$ cat config.mk
export PLATFORM = sky130hd
export DESIGN_NAME = cfg_index_port
export DESIGN_NICKNAME = d
export VERILOG_FILES = /design/src/rtl/cfg_port_pkg.sv /design/src/rtl/cfg_unlock_fsm.sv /design/src/rtl/cfg_id_regs.sv /design/src/rtl/cfg_ld_bank.sv /design/src/rtl/cfg_index_port.sv
export SDC_FILE = /design/constraint.sdc
export NUM_CORES = 1
export LEC_CHECK = 0
export BUFFER_PORTS_ARGS = -buffer_cell sky130_fd_sc_hd__buf_2
export CAP_MARGIN = 20
export CELL_PAD_IN_SITES_DETAIL_PLACEMENT = 1
export CELL_PAD_IN_SITES_GLOBAL_PLACEMENT = 1
export CORE_ASPECT_RATIO = 0.7
export CORE_MARGIN = 5
export CORE_UTILIZATION = 46
export CTS_BUF_LIST = sky130_fd_sc_hd__clkbuf_16
export CTS_CLUSTER_SIZE = 8
export DETAILED_ROUTE_END_ITERATION = 10
export HOLD_SLACK_MARGIN = 0.15
export PLACE_DENSITY_LB_ADDON = 0.12
export SYNTH_ARGS = -nofsm -noshare
export SYNTH_HDL_FRONTEND = slang
export SYNTH_SLANG_ARGS = --single-unit
$ cat constraint.sdc
create_clock -name clk_i -period 5.5 [get_ports clk_i]
set_clock_uncertainty 0.1 [all_clocks]
set_input_delay 0.825 -clock clk_i [delete_from_list [all_inputs] [get_ports clk_i]]
set_output_delay 0.825 -clock clk_i [all_outputs]
set_load 0.03 [all_outputs]
$ cat src/rtl/cfg_port_pkg.sv
`timescale 1ns/1ps
package cfg_port_pkg;
  typedef enum logic [1:0] {ST_LOCKED, ST_KEY1, ST_OPEN} unlock_st_e;

  localparam logic [7:0] KEY_UNLOCK   = 8'h87;
  localparam logic [7:0] KEY_LOCK     = 8'hAA;
  localparam logic [7:0] IDX_LDSEL    = 8'h07;
  localparam logic [7:0] IDX_DEVID_HI = 8'h20;
  localparam logic [7:0] IDX_DEVID_LO = 8'h21;
  localparam logic [7:0] IDX_REV      = 8'h22;
  localparam logic [7:0] IDX_MFR_HI   = 8'h23;
  localparam logic [7:0] IDX_MFR_LO   = 8'h24;
  localparam logic [7:0] IDX_BANK_LO  = 8'h30;
  localparam logic [7:0] IDX_LD_EN    = 8'h30;
  localparam logic [7:0] IDX_BASE_HI  = 8'h60;
  localparam logic [7:0] IDX_BASE_LO  = 8'h61;
endpackage

$ cat src/rtl/cfg_unlock_fsm.sv
`timescale 1ns/1ps
module cfg_unlock_fsm
  import cfg_port_pkg::*;
(
  input  logic       clk_i,
  input  logic       rst_ni,
  input  logic       key_wr_i,
  input  logic [7:0] key_i,
  output logic       open_o,
  output logic       idx_ld_o
);
  unlock_st_e st_q, st_d;

  always_comb begin
    st_d = st_q;
    unique case (st_q)
      ST_LOCKED: if (key_wr_i) st_d = (key_i == KEY_UNLOCK) ? ST_KEY1 : ST_LOCKED;
      ST_KEY1:   if (key_wr_i) st_d = (key_i == KEY_UNLOCK) ? ST_OPEN : ST_LOCKED;
      ST_OPEN:   if (key_wr_i && key_i == KEY_LOCK) st_d = ST_LOCKED;
      default:   st_d = ST_LOCKED;
    endcase
  end

  always_ff @(posedge clk_i or negedge rst_ni) begin
    if (!rst_ni) st_q <= ST_LOCKED;
    else         st_q <= st_d;
  end

  assign open_o   = (st_q == ST_OPEN);
  assign idx_ld_o = key_wr_i && open_o && (key_i != KEY_LOCK);
endmodule

$ cat src/rtl/cfg_id_regs.sv
`timescale 1ns/1ps
module cfg_id_regs
  import cfg_port_pkg::*;
#(
  parameter logic [15:0] DEV_ID = 16'h5A31,
  parameter logic [7:0]  REV_ID = 8'h04,
  parameter logic [15:0] MFR_ID = 16'h3C29
) (
  input  logic [7:0] idx_i,
  output logic       hit_o,
  output logic [7:0] data_o
);
  always_comb begin
    hit_o  = 1'b1;
    data_o = 8'h00;
    unique case (idx_i)
      IDX_DEVID_HI: data_o = DEV_ID[15:8];
      IDX_DEVID_LO: data_o = DEV_ID[7:0];
      IDX_REV:      data_o = REV_ID;
      IDX_MFR_HI:   data_o = MFR_ID[15:8];
      IDX_MFR_LO:   data_o = MFR_ID[7:0];
      default:      hit_o  = 1'b0;
    endcase
  end
endmodule

$ cat src/rtl/cfg_ld_bank.sv
`timescale 1ns/1ps
module cfg_ld_bank
  import cfg_port_pkg::*;
#(
  parameter int NUM_LD = 8
) (
  input  logic                   clk_i,
  input  logic                   rst_ni,
  input  logic                   wr_i,
  input  logic [7:0]             sel_i,
  input  logic [7:0]             idx_i,
  input  logic [7:0]             wdata_i,
  output logic                   hit_o,
  output logic [7:0]             rdata_o,
  output logic [NUM_LD-1:0]      en_o,
  output logic [16*NUM_LD-1:0]   base_o
);
  logic [15:0] base_q [NUM_LD];
  logic [NUM_LD-1:0] en_q;

  assign hit_o = (idx_i == IDX_LD_EN) || (idx_i == IDX_BASE_HI) || (idx_i == IDX_BASE_LO);

  for (genvar g = 0; g < NUM_LD; g++) begin : g_ld
    logic wr_me;
    assign wr_me = wr_i && (sel_i == 8'(g));

    always_ff @(posedge clk_i or negedge rst_ni) begin
      if (!rst_ni) begin
        en_q[g]   <= 1'b0;
        base_q[g] <= '0;
      end else if (wr_me) begin
        if (idx_i == IDX_LD_EN)   en_q[g]         <= wdata_i[0];
        if (idx_i == IDX_BASE_HI) base_q[g][15:8] <= wdata_i;
        if (idx_i == IDX_BASE_LO) base_q[g][7:0]  <= wdata_i;
      end
    end

    assign base_o[16*g +: 16] = base_q[g];
  end

  assign en_o = en_q;

  always_comb begin
    rdata_o = 8'h00;
    for (int i = 0; i < NUM_LD; i++) begin
      if (sel_i == 8'(i)) begin
        if (idx_i == IDX_LD_EN)   rdata_o = {7'b0, en_q[i]};
        if (idx_i == IDX_BASE_HI) rdata_o = base_q[i][15:8];
        if (idx_i == IDX_BASE_LO) rdata_o = base_q[i][7:0];
      end
    end
  end
endmodule

$ cat src/rtl/cfg_index_port.sv
`timescale 1ns/1ps
module cfg_index_port
  import cfg_port_pkg::*;
#(
  parameter int          ADDR_W   = 16,
  parameter int          NUM_LD   = 8,
  parameter bit          ALT_BASE = 1'b0,
  parameter logic [15:0] DEV_ID   = 16'h5A31,
  parameter logic [7:0]  REV_ID   = 8'h04,
  parameter logic [15:0] MFR_ID   = 16'h3C29,
  localparam int         LD_W     = (NUM_LD > 1) ? $clog2(NUM_LD) : 1
) (
  input  logic                  clk_i,
  input  logic                  rst_ni,
  input  logic [ADDR_W-1:0]     io_addr_i,
  input  logic                  io_wr_i,
  input  logic                  io_rd_i,
  input  logic [7:0]            io_wdata_i,
  output logic [7:0]            io_rdata_o,
  output logic [LD_W-1:0]       ld_sel_o,
  output logic [7:0]            ld_idx_o,
  output logic [7:0]            ld_wdata_o,
  output logic                  ld_we_o,
  input  logic [7:0]            ld_rdata_i,
  output logic [NUM_LD-1:0]     ld_en_o,
  output logic [16*NUM_LD-1:0]  ld_base_o
);
  localparam logic [ADDR_W-1:0] BASE_ADDR = ALT_BASE ? ADDR_W'(16'h004E) : ADDR_W'(16'h002E);
  localparam logic [ADDR_W-1:0] DATA_ADDR = BASE_ADDR + ADDR_W'(1);

  logic       hit_idx, hit_dat, idx_wr, dat_wr;
  logic       cfg_open, idx_ld;
  logic [7:0] idx_q, sel_q;
  logic       sel_ok, banked, bank_hit, id_hit;
  logic [7:0] bank_rd, id_rd, dat_rd;

  assign hit_idx = (io_addr_i == BASE_ADDR);
  assign hit_dat = (io_addr_i == DATA_ADDR);
  assign idx_wr  = io_wr_i && hit_idx;
  assign dat_wr  = io_wr_i && hit_dat && cfg_open;

  cfg_unlock_fsm u_fsm (
    .clk_i    (clk_i),
    .rst_ni   (rst_ni),
    .key_wr_i (idx_wr),
    .key_i    (io_wdata_i),
    .open_o   (cfg_open),
    .idx_ld_o (idx_ld)
  );

  always_ff @(posedge clk_i or negedge rst_ni) begin
    if (!rst_ni) begin
      idx_q <= 8'h00;
      sel_q <= 8'h00;
    end else begin
      if (idx_ld) idx_q <= io_wdata_i;
      if (dat_wr && idx_q == IDX_LDSEL) sel_q <= io_wdata_i;
    end
  end

  assign sel_ok = ({1'b0, sel_q} < 9'(NUM_LD));
  assign banked = (idx_q >= IDX_BANK_LO);

  cfg_ld_bank #(.NUM_LD(NUM_LD)) u_bank (
    .clk_i   (clk_i),
    .rst_ni  (rst_ni),
    .wr_i    (dat_wr && banked && sel_ok),
    .sel_i   (sel_q),
    .idx_i   (idx_q),
    .wdata_i (io_wdata_i),
    .hit_o   (bank_hit),
    .rdata_o (bank_rd),
    .en_o    (ld_en_o),
    .base_o  (ld_base_o)
  );

  cfg_id_regs #(.DEV_ID(DEV_ID), .REV_ID(REV_ID), .MFR_ID(MFR_ID)) u_id (
    .idx_i  (idx_q),
    .hit_o  (id_hit),
    .data_o (id_rd)
  );

  // forwarded banked access to the logical devices
  assign ld_sel_o   = sel_q[LD_W-1:0];
  assign ld_idx_o   = idx_q;
  assign ld_wdata_o = io_wdata_i;
  assign ld_we_o    = dat_wr && banked && sel_ok && !bank_hit;

  always_comb begin
    if (banked)                  dat_rd = !sel_ok ? 8'h00 : (bank_hit ? bank_rd : ld_rdata_i);
    else if (idx_q == IDX_LDSEL) dat_rd = sel_q;
    else if (id_hit)             dat_rd = id_rd;
    else                         dat_rd = 8'h00;
  end

  always_comb begin
    io_rdata_o = 8'hFF;
    if (io_rd_i && cfg_open) begin
      if (hit_idx)      io_rdata_o = idx_q;
      else if (hit_dat) io_rdata_o = dat_rd;
    end
  end
endmodule

Word level (Yosys, flattened, before mapping)
Cells that the tools add are included.

Bits of input ports: 36. Register bits: 154.

Order comparisons: 2. Multiplexer cells: 48. Eq/ne operators: 26. Reduce and logical (&&, ||, !) cells: 50.

Operators with widths (number): $mux W8 (39); $eq A8 B6 Y1 const B (6); $reduce_and A2 Y1 (24); $eq A8 B3 Y1 const B (5); $pmux W7 S5 (1); $eq A16 B6 Y1 const B (2); $logic_and A1 B1 Y1 (19); $eq A8 B2 Y1 const B (2); $eq A8 B7 Y1 const B (2); $eq A8 B8 Y1 const B (2); $eq A8 B1 Y1 const B (1); $ge A8 B6 Y1 const B (1); $logic_not A8 Y1 (1); $lt A8 B4 Y1 const B (1); $mux W2 (4); $ne A8 B8 Y1 const B (1); $ne A2 B1 Y1 const B (3); $pmux W2 S3 (1); $reduce_or A5 Y1 (1); $mux W1 (3); $reduce_and A3 Y1 (1); $eq A2 B1 Y1 const B (1); $eq A2 B2 Y1 const B (1); $logic_not A2 Y1 (1); 2 further kinds (3).

Longest topological paths before layout
Gate-level depths: netlist of run 1.

Depth in word-level cells: 39. Gate-level depth with buffers: 10.

Hierarchy
A second synthesis of run 1 with hierarchy kept.

Cells, all modules: 731. Area, all modules: 8612.0 µm².

By module, submodules not included: cfg_ld_bank (cells an instance 571, times used 1, seq. area each 3403.3 µm², area an instance 7035.5 µm²); cfg_index_port (cells an instance 123, times used 1, seq. area each 400.4 µm², area an instance 1228.7 µm²); cfg_id_regs (cells an instance 21, times used 1, seq. area each 0.0 µm², area an instance 183.9 µm²); cfg_unlock_fsm (cells an instance 16, times used 1, seq. area each 50.0 µm², area an instance 163.9 µm²).

Worst setup path after synthesis of run 1
Ideal clock, no wire load.

Kind: register -> output. Start: reg idx_q[3], in the netlist ld_idx_o[3]. End: out io_rdata_o[7]. Path slack: 1629 ps. Arrival: 2946 ps. Cell stages (with the launch flop): 10. Required time: 4575 ps. Buffers on the path: 3. Cells stage by stage: dfrtp_1 > or3_1 > nor3_1 > clkbuf_1 > buf_2 > buf_1 > a22oi_1 > o22ai_1 > nor4_1 > o21ai_0.

Longest elaborated chain between the ends: 38.

Ends and longest elaborated chain: start, declared (line cfg_index_port.sv:33) `logic [7:0] idx_q, sel_q;`; start signal, assigned (line cfg_index_port.sv:56) `if (idx_ld) idx_q <= io_wdata_i;`; $eq A8 B7 Y1 (line cfg_ld_bank.sv:21, cfg_ld_bank.sv:48); $mux W8 (line cfg_ld_bank.sv:48) `if (idx_i == IDX_BASE_HI) rdata_o = base_q[i][15:8];`; $mux W8 (line cfg_ld_bank.sv:49) `if (idx_i == IDX_BASE_LO) rdata_o = base_q[i][7:0];`; $mux W8 (line cfg_ld_bank.sv:46) `if (sel_i == 8'(i)) begin`; $mux W8 (line cfg_ld_bank.sv:47) `if (idx_i == IDX_LD_EN) rdata_o = {7'b0, en_q[i]};`; $mux W8 (line cfg_ld_bank.sv:48); $mux W8 (line cfg_ld_bank.sv:49); $mux W8 (line cfg_ld_bank.sv:46); [... 21 more ...]; $mux W8 (line cfg_ld_bank.sv:48); $mux W8 (line cfg_ld_bank.sv:49); $mux W8 (line cfg_ld_bank.sv:46); $mux W8 (2 in a row) (line cfg_index_port.sv:90) `if (banked) dat_rd = !sel_ok ? 8'h00 : (bank_hit ? bank_rd : ld_rdata_i);`; $mux W8 (*) (line cfg_index_port.sv:90); $mux W8 (*) (line cfg_index_port.sv:100) `else if (hit_dat) io_rdata_o = dat_rd;`; $mux W8 (*) (line cfg_index_port.sv:99) `if (hit_idx) io_rdata_o = idx_q;`; $mux W8 (*) (line cfg_index_port.sv:98) `if (io_rd_i && cfg_open) begin`; end, declared (line cfg_index_port.sv:19) `output logic [7:0] io_rdata_o,`.

Every way passes the cells marked *; elsewhere a longest branch is shown, timed or not.

Worst setup path after layout of run 1
Start: reg idx_q[3], in the netlist ld_idx_o[3]. End: out io_rdata_o[1].

Same word-level chain as after synthesis.

==> results of run 1 <==
## state kept, by name (all words and copies together) (netlist names)
signal	cells
u_bank.en_o	8
u_fsm.st_q	2
ld_idx_o	8
u_bank.base_o	128
sel_q	8
## layer usage
layer,part of all wire (%),global-route usage [%],up-vias
li1,-,-,2951
met1,45,49.5,3792
met2,44,49.8,384
met3,9.0,7.59,41
met4,1.9,8.25,0
met5,0,0,-
## worst register-to-register path: cells and delay by family, from the launching register on
family / cells / cell delay [ns]
mux: 1 / 0.38
flops: 1 / 0.41
simple gates: 5 / 2.71
## cells in the mapped netlist, types with 5 or more instances
library cell and count:
nor4bb_1 5, mux2_1 41, a22o_1 8, mux2_2 95
nor2_1 16, a2111oi_0 5, mux2_4 16, nor2_8 12
a21oi_1 19, o21ai_0 10, nand2_1 18, dfrtp_1 154
and3_1 5, or4_1 7, nor2b_1 8, a22oi_1 29
buf_2 7, nor4_1 8, nand3_1 22, or3_1 7
nor3_1 10, inv_1 7, nand2b_1 7, nand4_1 8
clkbuf_1 40, buf_4 11, buf_1 9, a31oi_1 8
o22ai_1 10
## report_power, final
part	switching [W]	internal [W]	total, W
Sequential	0.0000000000423	0.00113	0.00113
Combinational	0.0000635	0.0000159	0.0000794
Clock	0.000560	0.000687	0.00125
Total	0.000623	0.00184	0.00246
## logic make-up after synthesis
family | synth area share, %
AOI/OAI and AO/OA | 12.3
and+or+nand+nor | 14.2
xor gates and xnor gates | 0.214
buffers and inverters | 4.27
muxes | 22.1
DFF | 47.0
## final cells by class
type,count,area share (%)
clock inverters,15,1.79
flip-flops and latches,154,38.6
repair buffers,222,11.8
clock buffers,17,4.26
multi-input cells,454,40.4
well taps,231,2.89
inverters,7,0.263
## final timing paths
path,depth (start not counted),end
setup / recovery,10,io_rdata_o[1]
hold / removal,1,u_bank.base_o[43]$_DFFE_PN0P_
setup reg to reg,6,u_bank.base_o[68]$_DFFE_PN0P_
hold reg to reg,1,u_fsm.st_q[0]$_DFFE_PN0P_
max in group asynchronous,2,u_bank.base_o[12]$_DFFE_PN0P_
min in group clk_i,1,u_fsm.st_q[0]$_DFFE_PN0P_
## through the flow
| stage | setup WS, ns | util [%] |
|---|---|---|
| 5_1_grt | 0.577 | 57.7 |
| 3_3_place_gp | 1.21 | 54.2 |
| 2_1_floorplan | 1.63 | - |
| 6_report | 0.758 | 57.7 |
| 4_1_cts | 0.846 | 57.7 |
| 3_5_place_dp | 1.20 | 54.2 |
==> impl_metrics.tcl, run 1 <==
set metrics [dict create \
    ant_nets 0 \
    critical_path_buf_inv_count 4 \
    core_area_sq_mm 0.0173 \
    drive_gt1_share_pct 45.3 \
    htreeDepth 4 \
    fill_cells 1825 \
    hold_ws_ns 0.163 \
    areaGrowthSynthToFinish_pct 21.7 \
    cts_made_buffers 17 \
    cts_sinks 154 \
    firstDrtPassIters 8 \
    synth_area_sq_mm 0.00820 \
    post_cts_buffers 0 \
    cp-startpoint "ld_idx_o[3]$_DFFE_PN0P_" \
    dp.cells 1068 \
    path_max_fanout 13 \
    insertedDiodeCount 0 \
    slew_headroom_pct 27.2 \
    cts_root_buffer "clkbuf_16" \
    synth_cell_type_count 74 \
    wirelength_mm 34.6 \
    report.final.slew_viol_count 0 \
    leakage_nw 5.25 \
    grt_pass1_wl_mm 50.9 \
    total_power_w 0.00246 \
    drt_iter0_drc 831 \
    place.gp.congestion 0.996 \
    fp.dieH_microns 122 \
    drc 0 \
    endpoint_kind "output port" \
    syn_inst 684 \
    synth_top_area_share_pct 47.0 \
    syn_nets 720 \
    crit_type "reg2out" \
    fin_tns_setup_ns 0 \
    ir_drop_mv 0.141 \
    layout_commonest_cell "buf_2" \
    setup_viol 0 \
    multi_input_area_sq_mm 0.00404 \
    grt_max_degree 61 \
    io_pins 200 \
    critical-path-top-delay-family "simple AND/OR/NAND/NOR gates" \
    period_share_pct 86.2 \
    vias 7168 \
    cpPeakStageDelay_ns 0.72 \
    hold_class "in2async" \
    synth_top_cell_by_area "dfrtp_1" \
    synthTopCellsByArea "dfrtp_1 (47%), mux2_2 (13%), mux2_1 (5.6%), nor2_8 (2.9%), mux2_4 (2.9%)" \
    ys_seq_area_share_pct 47.0 \
    worst_pin_slew_ns 1.09 \
    crit_top_cell "buf_4" \
    syn_avg_cell_area_sq_um 12.0 \
    die_area_sq_mm 0.0206 \
    synth_edf_count 0 \
    dpl_cell_area_sq_mm 0.00938 \
    cp.required_ns 4.58 \
    grt_pass1_vias 7274 \
    cts_max_path_buffers 2 \
    yosys_warnings 0 \
    layout_common_cells "buf_2 (198), dfrtp_1 (154), mux2_2 (95)" \
    clk_pin_slew_worst_paths_ns 0.07 \
    rsz0062_at_grt "no" \
    cp_slowest_cell "nor3_2" \
    pwr_density_cell_mw_per_mm2 246 \
    worstPathCellList "buf_4 -> or3_1 -> nor3_2 -> buf_4 -> buf_4 -> a22oi_1 -> o22ai_1 -> nor4b_1 -> a31oi_1 -> buf_2" \
    seq_area_sq_mm 0.00385 \
    async_flop_share_pct 100 \
    cap_violations 0 \
    fin_area_sq_mm 0.00999 \
    cts.repair.resized 0 \
    cts_tree "done" \
    outcome "finished clean" \
    num_rows 40 \
    gr-total-overflow 0 \
    wire_per_inst_microns 31.4 \
    viasPerCell 6.52 \
    clock_latency_ns 0.44 \
    period_minus_slack_ns 4.74 \
    port_buffers 199 \
    start_util_pct 47.4 \
    dp_hpwl_mm 24.7 \
    postCtsHoldBufs 0 \
    rrSetupSlack_ns 1.78 \
    grt_usage_pct 33.4 \
    die_width_microns 170 \
    nets 892 \
    antenna_found_initial 0 \
    max_freq_ghz 0.211 \
    start_kind "register" \
    crit_arrival_ns 3.82 \
    reg2reg_from "sel_q[3]$_DFFE_PN0P_" \
    final_cells 1100 \
    synth_seq_cells 154 \
    hold_violations 0 \
    synth_ff_type "dfrtp_1" \
]
(Power assumes the default switching activity.)
==> run 2: changes to the inputs <==
--- a/config.mk
+++ b/config.mk
@@ -17,6 +17,7 @@
 export DETAILED_ROUTE_END_ITERATION = 10
 export HOLD_SLACK_MARGIN = 0.15
 export PLACE_DENSITY_LB_ADDON = 0.12
+export RECOVER_POWER = 50
 export SYNTH_ARGS = -nofsm -noshare
 export SYNTH_HDL_FRONTEND = slang
 export SYNTH_SLANG_ARGS = --single-unit
==> impl_metrics.tcl, run 2 (synthesized netlist as in run 1, its figures left out) <==
set metrics [dict create \
    firstDrtPassIters 6 \
    cts_max_path_buffers 2 \
    postCtsHoldBufs 0 \
    crit_top_cell "buf_4" \
    reg2reg_from "sel_q[3]$_DFFE_PN0P_" \
    cts_made_buffers 17 \
    hold_violations 0 \
    vias 7164 \
    outcome "complete, but fails checks" \
    ant_nets 0 \
    leakage_nw 4.88 \
    crit_type "reg2out" \
    max_freq_ghz 0.209 \
    worstPathCellList "buf_4 -> or3_1 -> nor3_2 -> buf_4 -> buf_4 -> a22oi_1 -> o22ai_1 -> nor4b_1 -> a31oi_1 -> buf_2" \
    drive_gt1_share_pct 35.8 \
    setup_viol 0 \
    grt_pass1_wl_mm 50.9 \
    final_cells 1100 \
    dp.cells 1068 \
    crit_end "io_rdata_o[1]" \
    grt_pass1_vias 7274 \
    ir_drop_mv 0.140 \
    cap_violations 3 \
    rsz0062_at_grt "no" \
    layout_commonest_cell "dfrtp_1" \
    pwr-share-comb_pct 3.2 \
    grt_max_degree 61 \
    cts_sinks 154 \
    hold_class "reg2reg" \
    core_area_sq_mm 0.0173 \
    wl_met2_mm 15.3 \
    met3WireLength_mm 3.23 \
    grt_usage_pct 33.4 \
    period_share_pct 86.8 \
    p_int_w 0.00183 \
    endpoint_kind "output port" \
    die_area_sq_mm 0.0206 \
    reg2reg_to "u_bank.base_o[68]$_DFFE_PN0P_" \
    port_buffers 199 \
    fp.dieH_microns 122 \
    antenna_found_initial 0 \
    htreeDepth 4 \
    cp.required_ns 4.58 \
    drt_iter0_drc 754 \
    clk_pin_slew_worst_paths_ns 0.07 \
    nets 892 \
    wire_per_inst_microns 31.4 \
    p_sw_w 0.000621 \
    num_rows 40 \
    io_pins 200 \
    pwr_density_cell_mw_per_mm2 249 \
    maxUsedRoutingLayer "met4" \
    cpPeakStageDelay_ns 0.72 \
    worst_pin_slew_ns 1.93 \
    place.gp.congestion 0.996 \
    period_minus_slack_ns 4.78 \
    wirelength_mm 34.5 \
    rrSetupSlack_ns 1.78 \
    wl_met1_mm 15.3 \
    fin_tns_setup_ns 0 \
    slew_headroom_pct -28.4 \
    crit_arrival_ns 3.85 \
    post_cts_buffers 0 \
    cts_root_buffer "clkbuf_16" \
    largest_reg_flops 128 \
    viasPerCell 6.51 \
    violations "max-capacitance violations, max-slew violations" \
    layout_common_cells "dfrtp_1 (154), buf_2 (116), mux2_2 (95)" \
    cts.repair.resized 0 \
    areaGrowthSynthToFinish_pct 20.3 \
    power.share.clock_pct 50.7 \
    ff2ff_path_depth 6 \
    p_sw_share_pct 25.3 \
    start_util_pct 47.4 \
    seq_power_share_pct 46.1 \
    cp_slowest_cell "nor3_2" \
    die_width_microns 170 \
    drc 0 \
    path_max_fanout 13 \
    report.final.slew_viol_count 159 \
    start_kind "register" \
    gr-total-overflow 0 \
    insertedDiodeCount 0 \
    dp_hpwl_mm 24.7 \
    cp-startpoint "ld_idx_o[3]$_DFFE_PN0P_" \
    cts_tree "done" \
    clock_latency_ns 0.44 \
]
-- run 2: cell types whose count changed in the layout (fill, tap and decap cells not counted), sizes merged --
cell / previous run / this run
buf: 222 / 137
clkbuf: 17 / 102
-- run 2: worst min path at each step --
| stage | from | to | slack [ns] | cells past startpoint |
|---|---|---|---|---|
| after floorplan | u_fsm.st_q[1]$_DFFE_PN0P_ | u_fsm.st_q[0]$_DFFE_PN0P_ | 0.33 | 1 |
| after detailed placement | u_fsm.st_q[1]$_DFFE_PN0P_ | u_fsm.st_q[0]$_DFFE_PN0P_ | 0.37 | 1 |
| after global routing | u_fsm.st_q[1]$_DFFE_PN0P_ | u_fsm.st_q[0]$_DFFE_PN0P_ | 0.41 | 1 |
| after CTS | rst_ni | u_bank.base_o[43]$_DFFE_PN0P_ | 0.17 | 1 |
| final | u_fsm.st_q[1]$_DFFE_PN0P_ | u_fsm.st_q[0]$_DFFE_PN0P_ | 0.40 | 1 |
| after global placement | u_fsm.st_q[1]$_DFFE_PN0P_ | u_fsm.st_q[0]$_DFFE_PN0P_ | 0.35 | 1 |
-- run 2: area by class of cell --
cell class	count	area (sq um)
Timing Repair Buffer	222	1060
Multi-Input combinational cell	454	4040
Tap cell	231	289
Clock buffer	17	425
Inverter	7	26.3
Sequential cell	154	3850
Fill cell	1867	7450
Clock inverter	15	179
-- run 2: stage by stage --
step | setup WS (ns) | utilization (%) | power, W | hold slack [ns] | area, sq um
after floorplan | 1.63 | - | 0.00118 | 0.327 | 8200
after global placement | 1.21 | 54.2 | 0.00123 | 0.346 | 9380
after detailed placement | 1.20 | 54.2 | 0.00123 | 0.372 | 9380
after CTS | 0.846 | 57.7 | 0.00246 | 0.170 | 9990
after global routing | 0.577 | 57.0 | 0.00252 | 0.414 | 9870
final | 0.724 | 57.0 | 0.00246 | 0.400 | 9870
-- run 2: metal layers --
layer	global-route usage, %	up-vias
met5	0	-
met4	8.25	0
met3	7.59	38
met2	49.8	392
met1	49.5	3783
li1	-	2951
-- run 2: critical path, delay by kind of cell, from the launching register on --
kind	cells	cell delay, ns
simple gates	3	1.45
compound gates	3	0.65
buf+inv	4	0.96
flops	1	0.37
-- run 2: power by group through the flow --
| stage | sequential, W | combinational, W | clock [W] |
|---|---|---|---|
| 6_report | 0.00113 | 0.0000778 | 0.00125 |
| 5_1_grt | 0.00113 | 0.0000841 | 0.00130 |
| 4_1_cts | 0.00113 | 0.0000790 | 0.00125 |
| 3_5_place_dp | 0.00115 | 0.0000787 | 0 |
| 3_3_place_gp | 0.00115 | 0.0000763 | 0 |
| 2_1_floorplan | 0.00115 | 0.0000291 | 0 |
